File: config.mk
export PLATFORM = sky130hd
export DESIGN_NAME = attr_bkpt_cmp
export DESIGN_NICKNAME = d
export VERILOG_FILES = /design/src/rtl/attr_bkpt_pkg.sv /design/src/rtl/bkpt_regfile.sv /design/src/rtl/bkpt_range_match.sv /design/src/rtl/bkpt_attr_match.sv /design/src/rtl/attr_bkpt_cmp.sv
export SDC_FILE = /design/constraint.sdc
export NUM_CORES = 1
export LEC_CHECK = 0
export BUFFER_PORTS_ARGS = -buffer_cell sky130_fd_sc_hd__clkbuf_2
export CAP_MARGIN = 15
export CORE_MARGIN = 5
export CORE_UTILIZATION = 50
export DETAILED_ROUTE_END_ITERATION = 10
export PLACE_DENSITY = 0.87
export SLEW_MARGIN = 20
export SYNTH_ARGS = -nofsm -noshare
export SYNTH_HDL_FRONTEND = slang
export SYNTH_SLANG_ARGS = --single-unit
export TNS_END_PERCENT = 100
File: constraint.sdc
create_clock -name clk_i -period 5.6 [get_ports clk_i]
set_clock_uncertainty 0.1 [all_clocks]
set_input_delay 0.56 -clock clk_i [delete_from_list [all_inputs] [get_ports clk_i]]
set_output_delay 0.56 -clock clk_i [all_outputs]
set_load 0.02 [all_outputs]
File: src/rtl/attr_bkpt_pkg.sv
package attr_bkpt_pkg;
  localparam int unsigned IDX_W = 4;

  localparam logic [IDX_W-1:0] IDX_LOCK = 4'h0;
  localparam logic [IDX_W-1:0] IDX_LO   = 4'h2;
  localparam logic [IDX_W-1:0] IDX_HI   = 4'h3;
  localparam logic [IDX_W-1:0] IDX_ATTR = 4'h6;

  typedef struct packed {
    logic       rw;
    logic [1:0] sz;
    logic [1:0] tt;
    logic [2:0] tm;
  } attr_t;

  // mask half in [15:8], value half in [7:0]
  typedef struct packed {
    attr_t msk;
    attr_t val;
  } attr_reg_t;

  localparam int unsigned ATTR_REG_W = $bits(attr_reg_t);
  localparam int unsigned SPACE_W    = 5;
endpackage

File: src/rtl/bkpt_regfile.sv
module bkpt_regfile
  import attr_bkpt_pkg::*;
#(
  parameter int unsigned ADDR_W = 32
) (
  input  logic              clk_i,
  input  logic              rst_ni,
  input  logic              dbg_we_i,
  input  logic [IDX_W-1:0]  dbg_idx_i,
  input  logic [ADDR_W-1:0] dbg_wdata_i,
  input  logic              cpu_we_i,
  input  logic [IDX_W-1:0]  cpu_idx_i,
  input  logic [ADDR_W-1:0] cpu_wdata_i,
  output logic [ADDR_W-1:0] lo_o,
  output logic [ADDR_W-1:0] hi_o,
  output attr_reg_t         attr_o,
  output logic              lock_o,
  output logic [ADDR_W-1:0] dbg_rdata_o
);
  logic              cpu_ok;
  logic [ADDR_W-1:0] lo_q, hi_q;
  attr_reg_t         attr_q;
  logic              lock_q;

  assign cpu_ok = cpu_we_i && !lock_q;

  always_ff @(posedge clk_i or negedge rst_ni) begin
    if (!rst_ni) begin
      lo_q   <= '0;
      hi_q   <= '0;
      attr_q <= '0;
      lock_q <= 1'b0;
    end else begin
      // debug port first: it wins a same-index collision
      if (dbg_we_i && dbg_idx_i == IDX_LO)      lo_q <= dbg_wdata_i;
      else if (cpu_ok && cpu_idx_i == IDX_LO)   lo_q <= cpu_wdata_i;

      if (dbg_we_i && dbg_idx_i == IDX_HI)      hi_q <= dbg_wdata_i;
      else if (cpu_ok && cpu_idx_i == IDX_HI)   hi_q <= cpu_wdata_i;

      if (dbg_we_i && dbg_idx_i == IDX_ATTR)    attr_q <= dbg_wdata_i[ATTR_REG_W-1:0];
      else if (cpu_ok && cpu_idx_i == IDX_ATTR) attr_q <= cpu_wdata_i[ATTR_REG_W-1:0];

      if (dbg_we_i && dbg_idx_i == IDX_LOCK)    lock_q <= dbg_wdata_i[0];
    end
  end

  always_comb begin
    dbg_rdata_o = '0;
    unique case (dbg_idx_i)
      IDX_LOCK: dbg_rdata_o[0] = lock_q;
      IDX_LO:   dbg_rdata_o = lo_q;
      IDX_HI:   dbg_rdata_o = hi_q;
      IDX_ATTR: dbg_rdata_o[ATTR_REG_W-1:0] = attr_q;
      default:  dbg_rdata_o = '0;
    endcase
  end

  assign lo_o   = lo_q;
  assign hi_o   = hi_q;
  assign attr_o = attr_q;
  assign lock_o = lock_q;
endmodule

File: src/rtl/bkpt_range_match.sv
module bkpt_range_match #(
  parameter int unsigned ADDR_W = 32
) (
  input  logic [ADDR_W-1:0] lo_i,
  input  logic [ADDR_W-1:0] hi_i,
  input  logic [ADDR_W-1:0] addr_i,
  output logic              hit_o
);
  assign hit_o = (addr_i >= lo_i) && (addr_i <= hi_i);
endmodule

File: src/rtl/bkpt_attr_match.sv
module bkpt_attr_match
  import attr_bkpt_pkg::*;
(
  input  attr_reg_t attr_i,
  input  attr_t     bus_i,
  output logic      match_o
);
  localparam int unsigned AW = $bits(attr_t);
  logic [AW-1:0] bit_ok;

  for (genvar b = 0; b < AW; b++) begin : g_bit
    assign bit_ok[b] = attr_i.msk[b] | ~(attr_i.val[b] ^ bus_i[b]);
  end

  assign match_o = &bit_ok;
endmodule

File: src/rtl/attr_bkpt_cmp.sv
module attr_bkpt_cmp
  import attr_bkpt_pkg::*;
#(
  parameter int unsigned ADDR_W = 32
) (
  input  logic              clk_i,
  input  logic              rst_ni,
  input  logic              dbg_we_i,
  input  logic [3:0]        dbg_idx_i,
  input  logic [ADDR_W-1:0] dbg_wdata_i,
  output logic [ADDR_W-1:0] dbg_rdata_o,
  input  logic              cpu_we_i,
  input  logic [3:0]        cpu_idx_i,
  input  logic [ADDR_W-1:0] cpu_wdata_i,
  input  logic              bus_valid_i,
  input  logic [ADDR_W-1:0] bus_addr_i,
  input  logic              bus_rw_i,
  input  logic [1:0]        bus_size_i,
  input  logic [1:0]        bus_tt_i,
  input  logic [2:0]        bus_tm_i,
  input  logic              trig_en_i,
  output logic              trig_o,
  output logic [4:0]        space_sel_o
);
  logic [ADDR_W-1:0] lo_q, hi_q;
  attr_reg_t         attr_q;
  logic              lock_q;
  logic              range_hit, attr_hit;
  attr_t             bus_attr;
  logic              trig_q;

  bkpt_regfile #(.ADDR_W(ADDR_W)) u_regs (
    .clk_i       (clk_i),
    .rst_ni      (rst_ni),
    .dbg_we_i    (dbg_we_i),
    .dbg_idx_i   (dbg_idx_i),
    .dbg_wdata_i (dbg_wdata_i),
    .cpu_we_i    (cpu_we_i),
    .cpu_idx_i   (cpu_idx_i),
    .cpu_wdata_i (cpu_wdata_i),
    .lo_o        (lo_q),
    .hi_o        (hi_q),
    .attr_o      (attr_q),
    .lock_o      (lock_q),
    .dbg_rdata_o (dbg_rdata_o)
  );

  bkpt_range_match #(.ADDR_W(ADDR_W)) u_range (
    .lo_i   (lo_q),
    .hi_i   (hi_q),
    .addr_i (bus_addr_i),
    .hit_o  (range_hit)
  );

  assign bus_attr = '{rw: bus_rw_i, sz: bus_size_i, tt: bus_tt_i, tm: bus_tm_i};

  bkpt_attr_match u_attr (
    .attr_i  (attr_q),
    .bus_i   (bus_attr),
    .match_o (attr_hit)
  );

  always_ff @(posedge clk_i or negedge rst_ni) begin
    if (!rst_ni) trig_q <= 1'b0;
    else         trig_q <= bus_valid_i && trig_en_i && range_hit && attr_hit;
  end

  assign trig_o      = trig_q;
  assign space_sel_o = attr_q[SPACE_W-1:0];
endmodule

==> out/metrics.cfg <==
[status]
status = finished clean

[clocking]
insertion_delay_ns = 0.34
numClockSinks = 82
path_clk_slew_ns = 0.06
cts-root-buf = clkbuf_16
cts_resized = 0
hold_buffers = 0
cts-htree-levels = 3
cts_tree = built
postCtsSetupBuffers = 0
cts_buffer_depth = 2
numCtsBuffers = 9

[route]
routedWlPerCell_um = 17.7
postRouteAntennaNets = 0
routed_wl_um = 16800
via_count = 5508
firstDrtPassIters = 5
drtIter0Drc = 379
vias_per_cell = 5.79
drc = 0

[worst_setup_path]
worstSetupPathDepth = 6
reg2reg_depth = 4
timing.critical_path.buf_inv = 4
crit_arrival_ns = 2.40
path_cells = clkbuf_2 -> nor4b_4 -> buf_4 -> a222oi_1 -> inv_1 -> clkbuf_2
r2r-start = u_regs.lock_o
critical_path_required_ns = 4.94
critPathKind = in2out
cp_max_fo = 18
crit_top_cell = clkbuf_2
crit_path_max_incr_delay_ns = 0.87
startpoint = dbg_idx_i[3]
crit_family = simple AND/OR/NAND/NOR gates
critPathCaptureType = output pin
worst_path_max_delay_cell = nor4b_4
startpoint_type = input pin

[synth]
ys_ff_latch = 82
ys_warn_count = 0
syn-instance-count = 669
async_reset_ff_share_pct = 100
synth_top_family_by_area = compound AO/OA/AOI/OAI gates
synthAdderAreaFrac_pct = 13.2
synth.distinct_cells = 48
syn_area_um2 = 6090
syn_area_per_cell_um2 = 9.10
synthXorXnorAreaFrac_pct = 1.15
syn_nets = 851
synth_compound_area_share_pct = 17.9
synth_enable_flop_cells = 0
synthMuxAreaShare_pct = 13.3
synth_simple_gate_area_share_pct = 11.4
seq_area_frac_synth_pct = 33.7
synth_flop_cell = dfrtp_1

[timing]
max_slew_margin_pct = 24.9
min_period_ns = 3.06
timing.final.crit_share_pct = 54.6
finalMaxSlewViolations = 0
setup_viol = 0
rsz0062_at_grt = false
worst_pin_slew_ns = 1.12
hold_viol_final = 0
tns_ns = 0
fmax_ghz = 0.327
setup_ws_ns = 2.54

[placement]
place_ws_ns = 2.51
place.gp.congestion = 0.861
place_area_um2 = 6860
io_buffers = 155
dp_hpwl_um = 12700

[die]
dieArea_um2 = 14500
coreArea_um2 = 12000
die_h_um = 120
die_w_um = 120
ios = 156
initial_core_util_pct = 50.9
rows = 40

[global_route]
grt_pass1_vias = 5491
gr-total-overflow = 0
antenna_found_initial = 0
grt_usage_pct = 23.5
grt_pass1_wl_um = 27400
grt_max_degree = 83

[layout]
nets = 981
fin_area_um2 = 7180
final_core_util_pct = 60.0
area_delta_synth_final_pct = 18.0
antennaDiodeCount = 0
fill_cells = 1009
drive_gt1_share_pct = 24.1

[run]
max_cap_viol_count = 0

[pwr]
ir_drop_mv = 0.124
p_per_area_nw_per_um2 = 309
leakage_nw = 3.80

[worst_hold_path]
hp-class = in2async

## sequential cells by signal (all words and copies together) (netlist names)
register,count
u_regs.lock_o,1
u_regs.attr_o,16
u_regs.hi_o,32
u_regs.lo_o,32
trig_o,1
## routing by layer
layer / wire length (um) / vias to the layer above / part of all wire, % / global-route usage [%]
met5: 0 / - / 0 / 0
met4: 507 / 0 / 3.0 / 9.77
met3: 1190 / 39 / 7.1 / 3.93
met2: 8100 / 223 / 48 / 38.9
met1: 7020 / 2599 / 42 / 30.5
li1: - / 2647 / - / -
## through the flow
stage / power [mW] / instances / hold WS [ns]
after floorplan: 1.34 / 669 / 0.164
after global placement: 1.55 / 934 / 0.429
after detailed placement: 1.58 / 935 / 0.461
after CTS: 2.22 / 951 / 0.335
after global routing: 2.37 / 951 / 0.204
final: 2.22 / 951 / 0.146
## cells by family (layout without fill, tap and decap cells)
logic type	count (synthesis)	count (layout)
compound gates	165	165
simple gates	146	146
buf+inv	123	258
flops	82	82
mux	81	81
fa+ha+maj	64	64
xor+xnor	8	8
## report_power, final
group	leakage (nW)	switching [mW]	internal (mW)
Sequential	1.02	0.145	0.743
Combinational	2.62	0.381	0.313
Clock	0.162	0.237	0.399
Total	3.80	0.764	1.46
## path summary, 6_finish.rpt
kind | endpoint | slack (ns)
hold reg to reg | u_regs.lock_o | 0.47
hold / removal | u_regs.attr_o[2] | 0.15
max in group asynchronous | u_regs.hi_o[16] | 4.71
min in group clk_i | u_regs.lo_o[24] | 0.34
setup reg to reg | u_regs.attr_o[4] | 3.34
setup / recovery | dbg_rdata_o[15] | 2.54
## area by class of cell
cell class / count / area (um^2) / share of cell area (%)
Tap cell: 147 / 184 / 2.56
Clock inverter: 6 / 80.1 / 1.11
Sequential cell: 82 / 2050 / 28.6
Clock buffer: 10 / 239 / 3.33
Multi-Input combinational cell: 464 / 3490 / 48.6
Timing Repair Buffer: 161 / 835 / 11.6
Inverter: 81 / 304 / 4.23
## cells in the mapped netlist, drive strengths merged (3+ instances only)
library cell,count,area share (%)
a222oi,16,2.6
clkbuf,6,0.37
dfrtp,82,34
and2,4,0.41
nand3,10,0.82
a21o,3,0.37
nand4,11,1.1
a22o,16,2.3
ha,64,13
a21oi,23,1.9
nand2,94,5.8
o211ai,4,0.49
inv,81,5.0
and4,3,0.43
buf,36,4.0
nor4,3,0.31
xor2,3,0.43
mux2i,80,13
xnor2,5,0.72
a221o,4,0.66
o21ai,86,7.7
nor2,7,0.43
## worst reg2reg max path, cell delays in order (launching register included)
cell and delay, ns:
dfrtp_1 0.40, and4bb_1 0.30, nand3b_1 0.77, mux2i_1 0.50
o21ai_2 0.07
## layout by cell type (no fill, tap or decap), types with 3 or more instances in the layout
cell type  netlist  routed
buf_4           16       5
clkbuf_16        0       9
o21ai_1         69      69
o21ai_2         10      10
nor2_1           7       7
dfrtp_1         82      82
xnor2_1          5       5
a21o_1           3       3
ha_1            64      64
and4_1           3       3
xor2_1           3       3
a22o_1          16      16
nand4_1         11      11
clkinv_2         0       4
a21oi_1         23      23
inv_1           81      81
nand2_1         94      94
a221o_1          4       4
clkbuf_2         0     154
nand3_1         10      10
nor4_1           3       3
o21ai_0          7       7
o211ai_1         4       4
a222oi_1        16      16
mux2i_1         80      80
(Power assumes the default switching activity.)
